File: config.mk
export PLATFORM = sky130hd
export DESIGN_NAME = sramc_top
export DESIGN_NICKNAME = d
export VERILOG_FILES = /design/src/rtl/sramc_pkg.sv /design/src/rtl/sramc_ctrl.sv /design/src/rtl/sramc_dp.sv /design/src/rtl/sramc_top.sv
export SDC_FILE = /design/constraint.sdc
export NUM_CORES = 1
export LEC_CHECK = 0
export BUFFER_PORTS_ARGS = -buffer_cell sky130_fd_sc_hd__buf_2
export CAP_MARGIN = 20
export CORE_MARGIN = 3
export CORE_UTILIZATION = 43
export DETAILED_ROUTE_END_ITERATION = 12
export PLACE_DENSITY = 0.8
export SKIP_CTS_REPAIR_TIMING = 1
export SLEW_MARGIN = 30
export SYNTH_ARGS = -nofsm -noshare
export SYNTH_HDL_FRONTEND = slang
export SYNTH_HIERARCHICAL = 1
export SYNTH_SLANG_ARGS = --single-unit
File: constraint.sdc
create_clock -name clk -period 1.37 [get_ports clk]
set_input_delay 0.0685 -clock clk [delete_from_list [all_inputs] [get_ports clk]]
set_output_delay 0.0685 -clock clk [all_outputs]
set_load 0.02 [all_outputs]
File: src/rtl/sramc_pkg.sv
package sramc_pkg;

  typedef enum logic [2:0] {
    ST_IDLE,
    ST_TURN,
    ST_SETUP,
    ST_WR_FLOAT,
    ST_WR_DRIVE,
    ST_WR_END,
    ST_RD_WAIT,
    ST_RD_DONE
  } ctrlState_e;

  // Strobes from control to datapath: pad controls are registered,
  // load and capture are single-cycle enables for the datapath flops.
  typedef struct packed {
    logic ceN;
    logic weN;
    logic oeN;
    logic drive;
    logic done;
    logic load;
    logic capture;
  } strobes_t;

  // Smallest clock count covering a limit given in picoseconds, never below 1.
  function automatic int ceilCycles(input int limitPs, input int periodPs);
    int n;
    n = (limitPs + periodPs - 1) / periodPs;
    return (n < 1) ? 1 : n;
  endfunction

  function automatic int maxOf(input int a, input int b);
    return (a > b) ? a : b;
  endfunction

endpackage

File: src/rtl/sramc_ctrl.sv
module sramc_ctrl
  import sramc_pkg::*;
#(
  parameter int FLOAT_CYC     = 1,
  parameter int DRIVE_CYC     = 1,
  parameter int READ_WAIT_CYC = 2,
  parameter int TURN_CYC      = 1
) (
  input  logic     clk,
  input  logic     rstN,
  input  logic     reqValid,
  input  logic     reqWrite,
  output logic     reqReady,
  output strobes_t strobes
);

  localparam int MAX_CYC = maxOf(maxOf(FLOAT_CYC, DRIVE_CYC), maxOf(READ_WAIT_CYC, TURN_CYC));
  localparam int CNT_W   = $clog2(MAX_CYC + 1);

  ctrlState_e stateQ, stateD;
  logic [CNT_W-1:0] cntQ, cntD;
  logic wrQ, wrD;
  logic lastRdQ, lastRdD;
  strobes_t padQ;
  logic lastCnt;

  assign lastCnt = (cntQ == CNT_W'(1));

  function automatic strobes_t padFor(input ctrlState_e st);
    strobes_t s;
    s = '{ceN: 1'b1, weN: 1'b1, oeN: 1'b1, drive: 1'b0, done: 1'b0, load: 1'b0, capture: 1'b0};
    case (st)
      ST_WR_FLOAT: begin s.ceN = 1'b0; s.weN = 1'b0; end
      ST_WR_DRIVE: begin s.ceN = 1'b0; s.weN = 1'b0; s.drive = 1'b1; end
      ST_WR_END:   begin s.ceN = 1'b0; s.drive = 1'b1; s.done = 1'b1; end
      ST_RD_WAIT:  begin s.ceN = 1'b0; s.oeN = 1'b0; end
      ST_RD_DONE:  begin s.done = 1'b1; end
      default:     ;
    endcase
    return s;
  endfunction

  always_comb begin
    stateD  = stateQ;
    cntD    = cntQ;
    wrD     = wrQ;
    lastRdD = lastRdQ;
    case (stateQ)
      ST_IDLE: begin
        if (reqValid) begin
          wrD = reqWrite;
          if (reqWrite) lastRdD = 1'b0;
          if (reqWrite && lastRdQ) begin
            stateD = ST_TURN;
            cntD   = CNT_W'(TURN_CYC);
          end else begin
            stateD = ST_SETUP;
          end
        end
      end
      ST_TURN: begin
        if (lastCnt) stateD = ST_SETUP;
        else cntD = cntQ - 1'b1;
      end
      ST_SETUP: begin
        if (wrQ) begin
          stateD = ST_WR_FLOAT;
          cntD   = CNT_W'(FLOAT_CYC);
        end else begin
          stateD = ST_RD_WAIT;
          cntD   = CNT_W'(READ_WAIT_CYC);
        end
      end
      ST_WR_FLOAT: begin
        if (lastCnt) begin
          stateD = ST_WR_DRIVE;
          cntD   = CNT_W'(DRIVE_CYC);
        end else begin
          cntD = cntQ - 1'b1;
        end
      end
      ST_WR_DRIVE: begin
        if (lastCnt) stateD = ST_WR_END;
        else cntD = cntQ - 1'b1;
      end
      ST_WR_END: stateD = ST_IDLE;
      ST_RD_WAIT: begin
        if (lastCnt) begin
          stateD  = ST_RD_DONE;
          lastRdD = 1'b1;
        end else begin
          cntD = cntQ - 1'b1;
        end
      end
      ST_RD_DONE: stateD = ST_IDLE;
      default:    stateD = ST_IDLE;
    endcase
  end

  always_ff @(posedge clk) begin
    if (!rstN) begin
      stateQ  <= ST_IDLE;
      cntQ    <= '0;
      wrQ     <= 1'b0;
      lastRdQ <= 1'b0;
      padQ    <= padFor(ST_IDLE);
    end else begin
      stateQ  <= stateD;
      cntQ    <= cntD;
      wrQ     <= wrD;
      lastRdQ <= lastRdD;
      padQ    <= padFor(stateD);
    end
  end

  assign reqReady = (stateQ == ST_IDLE);

  always_comb begin
    strobes         = padQ;
    strobes.load    = (stateQ == ST_IDLE) && reqValid;
    strobes.capture = (stateQ == ST_RD_WAIT) && lastCnt;
  end

endmodule

File: src/rtl/sramc_dp.sv
module sramc_dp
  import sramc_pkg::*;
#(
  parameter int ADDR_W = 15,
  parameter int DATA_W = 8
) (
  input  logic              clk,
  input  logic              rstN,
  input  strobes_t          strobes,
  input  logic [ADDR_W-1:0] reqAddr,
  input  logic [DATA_W-1:0] reqWdata,
  input  logic [DATA_W-1:0] ramDqIn,
  output logic [ADDR_W-1:0] ramAddr,
  output logic              ramCeN,
  output logic              ramWeN,
  output logic              ramOeN,
  output logic [DATA_W-1:0] ramDqOut,
  output logic              ramDqOe,
  output logic [DATA_W-1:0] rdData,
  output logic              doneValid
);

  logic [ADDR_W-1:0] addrQ;
  logic [DATA_W-1:0] wdataQ;
  logic [DATA_W-1:0] rdataQ;

  always_ff @(posedge clk) begin
    if (!rstN) begin
      addrQ  <= '0;
      wdataQ <= '0;
      rdataQ <= '0;
    end else begin
      if (strobes.load) begin
        addrQ  <= reqAddr;
        wdataQ <= reqWdata;
      end
      if (strobes.capture) rdataQ <= ramDqIn;
    end
  end

  assign ramAddr   = addrQ;
  assign ramDqOut  = wdataQ;
  assign ramDqOe   = strobes.drive;
  assign ramCeN    = strobes.ceN;
  assign ramWeN    = strobes.weN;
  assign ramOeN    = strobes.oeN;
  assign rdData    = rdataQ;
  assign doneValid = strobes.done;

endmodule

File: src/rtl/sramc_top.sv
module sramc_top
  import sramc_pkg::*;
#(
  parameter int ADDR_W        = 15,
  parameter int DATA_W        = 8,
  parameter int CLK_PERIOD_PS = 8000,
  parameter int T_WP_PS       = 7000,
  parameter int T_DW_PS       = 5000,
  parameter int T_ACC_PS      = 10000,
  parameter int T_OHZ_PS      = 3000,
  parameter int T_WZ_PS       = 5000,
  parameter int WE_LOW_CYC    = ceilCycles(T_WP_PS, CLK_PERIOD_PS),
  parameter int DSETUP_CYC    = ceilCycles(T_DW_PS, CLK_PERIOD_PS),
  parameter int READ_WAIT_CYC = ceilCycles(T_ACC_PS, CLK_PERIOD_PS),
  parameter int TURN_CYC      = ceilCycles(T_OHZ_PS, CLK_PERIOD_PS),
  parameter int FLOAT_CYC     = ceilCycles(T_WZ_PS, CLK_PERIOD_PS)
) (
  input  logic              clk,
  input  logic              rstN,
  input  logic              reqValid,
  input  logic              reqWrite,
  input  logic [ADDR_W-1:0] reqAddr,
  input  logic [DATA_W-1:0] reqWdata,
  output logic              reqReady,
  output logic              doneValid,
  output logic [DATA_W-1:0] rdData,
  output logic [ADDR_W-1:0] ramAddr,
  output logic              ramCeN,
  output logic              ramWeN,
  output logic              ramOeN,
  output logic [DATA_W-1:0] ramDqOut,
  output logic              ramDqOe,
  input  logic [DATA_W-1:0] ramDqIn
);

  // Driven part of the strobe-low time covers both data setup and the
  // remainder of the minimum strobe width.
  localparam int DRIVE_CYC = maxOf(DSETUP_CYC, WE_LOW_CYC - FLOAT_CYC);

  strobes_t strobes;

  sramc_ctrl #(
    .FLOAT_CYC    (FLOAT_CYC),
    .DRIVE_CYC    (DRIVE_CYC),
    .READ_WAIT_CYC(READ_WAIT_CYC),
    .TURN_CYC     (TURN_CYC)
  ) i_ctrl (
    .clk     (clk),
    .rstN    (rstN),
    .reqValid(reqValid),
    .reqWrite(reqWrite),
    .reqReady(reqReady),
    .strobes (strobes)
  );

  sramc_dp #(
    .ADDR_W(ADDR_W),
    .DATA_W(DATA_W)
  ) i_dp (
    .clk      (clk),
    .rstN     (rstN),
    .strobes  (strobes),
    .reqAddr  (reqAddr),
    .reqWdata (reqWdata),
    .ramDqIn  (ramDqIn),
    .ramAddr  (ramAddr),
    .ramCeN   (ramCeN),
    .ramWeN   (ramWeN),
    .ramOeN   (ramOeN),
    .ramDqOut (ramDqOut),
    .ramDqOe  (ramDqOe),
    .rdData   (rdData),
    .doneValid(doneValid)
  );

endmodule

==> metrics.yaml <==
critPathKind: "reg -> reg"
ir_drop_mv: 0.7540
synth_top_area_cell: "dfxtp_1"
io_pins: 72
reg2regPathDepth: 5
critPathBufInv: 0
seq_area_um2: 870.8
ant_nets: 0
grt_util_all_layers: 0.1467
grt_max_degree: 34
fmaxAchievable_mhz: 719.8
synthFlopType: "dfxtp_1"
fin_crit_sh: 1.014
globalRouteOverflowTotal: 0
startpoint_type: "register"
power_mw: 4.757
hold_path_end: "i_ctrl/lastRdQ"
required_ps: 1550
syn_avg_cell_area_um2: 10.58
multi_input_area_um2: 932.1
drv_cap: 0
cts_made_buffers: 5
clock_path_buffers: 2
synthTopCellsByArea: "dfxtp_1 46%, mux2i_1 18%, nor2b_1 12%"
clk_latency_ps: 290
cp_cell_sequence: "ha_4 -> and2_4 -> and2_4 -> mux2i_2 -> nor2b_1"
status: "finished, violations left"
cts_root_buffer: "clkbuf_8"
hp-class: "in -> reg"
antenna_found_initial: 0
grt_pass1_vias: 1355
die_w_um: 72.18
wl_met1_mm: 1.678
rr_startpoint: "i_ctrl/cntQ[0]"
worstReg2RegEnd: "i_dp/rdData[7]"
ys_seq_elements: 43
hold_viol_final: 0
die_h_um: 72.18
viasPerCell: 4.757
arrival_ps: 1570
holdPathStages: 2
drt_iter0_markers: 34
critical_path.top_delay_family: "simple AND/OR/NAND/NOR gates"
wl_met2_mm: 1.870
h-tree-depth: 2
top_layer_used: "met4"
cp_common_cell: "and2_4"
min_from: "reqWrite"
syn_area_um2: 1883
power_density_nw_per_um2: 1903
cts_sinks: 43
syn_to_final_growth_pct: 32.76
cts_tree: "yes"
grt_pass1_wl_mm: 6.003
fillers: 349
final-max-slew-violation-count: 0
whs_ps: 10.12
syn_nets: 215
seq_area_frac_synth: 0.4571
yosys_warnings: 6
cpPeakStageDelay_ps: 380
gp_congestion: 0.8326
final_cell_mix: "71 x buf_2, 39 x dfxtp_1, 34 x nor2b_1, 31 x mux2i_1, 13 x buf_4"
met3_length_um: 306
synth_cell_types: 34
dieArea_um2: 5209
wire_per_inst_um: 12.67
core_area_um2: 4115
maxSlewHeadroom: 0.7689
tightest_slew_ps: 346.0
rsz0062_at_grt: "true"
port_buffers: 71
cp-end-kind: "register"
n_antenna_cell: 0
synthDominantCellAreaShare: 0.4571
finalNetCount: 295
p_leak_nw: 1.112
clk_pin_slew_ps: 80
vias: 1470
layout_commonest_cell: "buf_2"
syn_inst: 178
layout_setup_ws_ps: -19.22
drive_gt1_frac: 0.4517
finalInstanceArea_um2: 2500
placed_cell_area_um2: 2290
synth_enable_flop_cells: 0
routed_wl_mm: 3.916
fin_crit_ps: 1389
r2r_slack_ps: -20
clock_skew_ps: 7.731
crit_fanout: 8
row_count: 23
dp_hpwl_mm: 2.822
setup_viol: 1
crit_path_top_delay_cell: "dfxtp_1"
async_reset_ff_frac: 0
remaining_drc_errors: 0
violations: "setup timing"
initial_core_util: 0.4576
dpl_worst_slack_ps: -128.7
firstDrtPassIters: 4
-- cell type report --
cell class,instances,area share
clock buffers,5,0.02753
clock inverters,3,0.01752
inverters,3,0.005005
multi-input cells,118,0.3729
flip-flops and latches,43,0.3483
well taps,50,0.02503
repair buffers,87,0.2037
-- routing by layer --
layer	vias up	track usage
met1	652	0.1774
met3	6	0.05125
met5	-	0
met2	54	0.2447
li1	758	-
met4	0	0.04384
-- stage by stage --
stage                     setup TNS (ps)  instances  utilization
after floorplan                    -2761        178            -
after detailed placement           -1173        296       0.5564
after global placement            -529.6        296       0.5564
after CTS                          -1644        304       0.5838
after global routing              -458.7        309       0.6075
final                             -19.22        309       0.6075
-- how the worst max path moves through the flow --
stage / from / endpoint / slack (ps) / cells after the start
5_1_grt: i_ctrl/cntQ[1] / i_ctrl/cntQ[0] / -80 / 6
3_5_place_dp: i_ctrl/cntQ[1] / i_dp/rdData[7] / -130 / 6
2_1_floorplan: i_ctrl/stateQ[1] / i_dp/ramAddr[0] / -130 / 6
6_report: i_ctrl/cntQ[0] / i_dp/rdData[7] / -20 / 5
4_1_cts: i_ctrl/cntQ[1] / i_dp/rdData[7] / -200 / 6
3_3_place_gp: i_ctrl/cntQ[1] / i_dp/rdData[4] / -50 / 6
-- report_power, final --
part	switching, mW	internal (mW)	leakage [nW]
combinational	1.06	1.03	0.701
clock	0.422	0.542	0.0581
sequential	0.192	1.52	0.353
total	1.67	3.09	1.11
-- registers in the layout, indices dropped and copies added, names as in the netlist --
signal and cells:
i_ctrl/cntQ 2, i_ctrl/lastRdQ 1, i_ctrl/stateQ 3, i_ctrl/strobes 5
i_ctrl/wrQ 1, i_dp/ramAddr 15, i_dp/ramDqOut 8, i_dp/rdData 8
-- cell families (layout without fill, tap and decap cells) --
family	after synthesis	in the layout	synth area share
multiplexers	33	33	0.1754
buffers and inverters	18	98	0.07508
AO/OA/AOI/OAI	22	22	0.08173
adder cells (fa/ha/maj)	2	2	0.01329
flip-flops	43	43	0.4571
AND/OR/NAND/NOR	60	61	0.1973
-- Yosys cell counts, drive strengths merged, types with 2 or more instances --
library cell  count
nor3b             2
and2              5
nor4              2
nand3             3
nor2b            35
clkbuf            3
ha                2
inv               2
buf              12
o21ai            10
nor2              6
nor3              2
mux2i            33
dfxtp            43
a21oi             6
No activity file was read; power rests on OpenSTA's default activity.
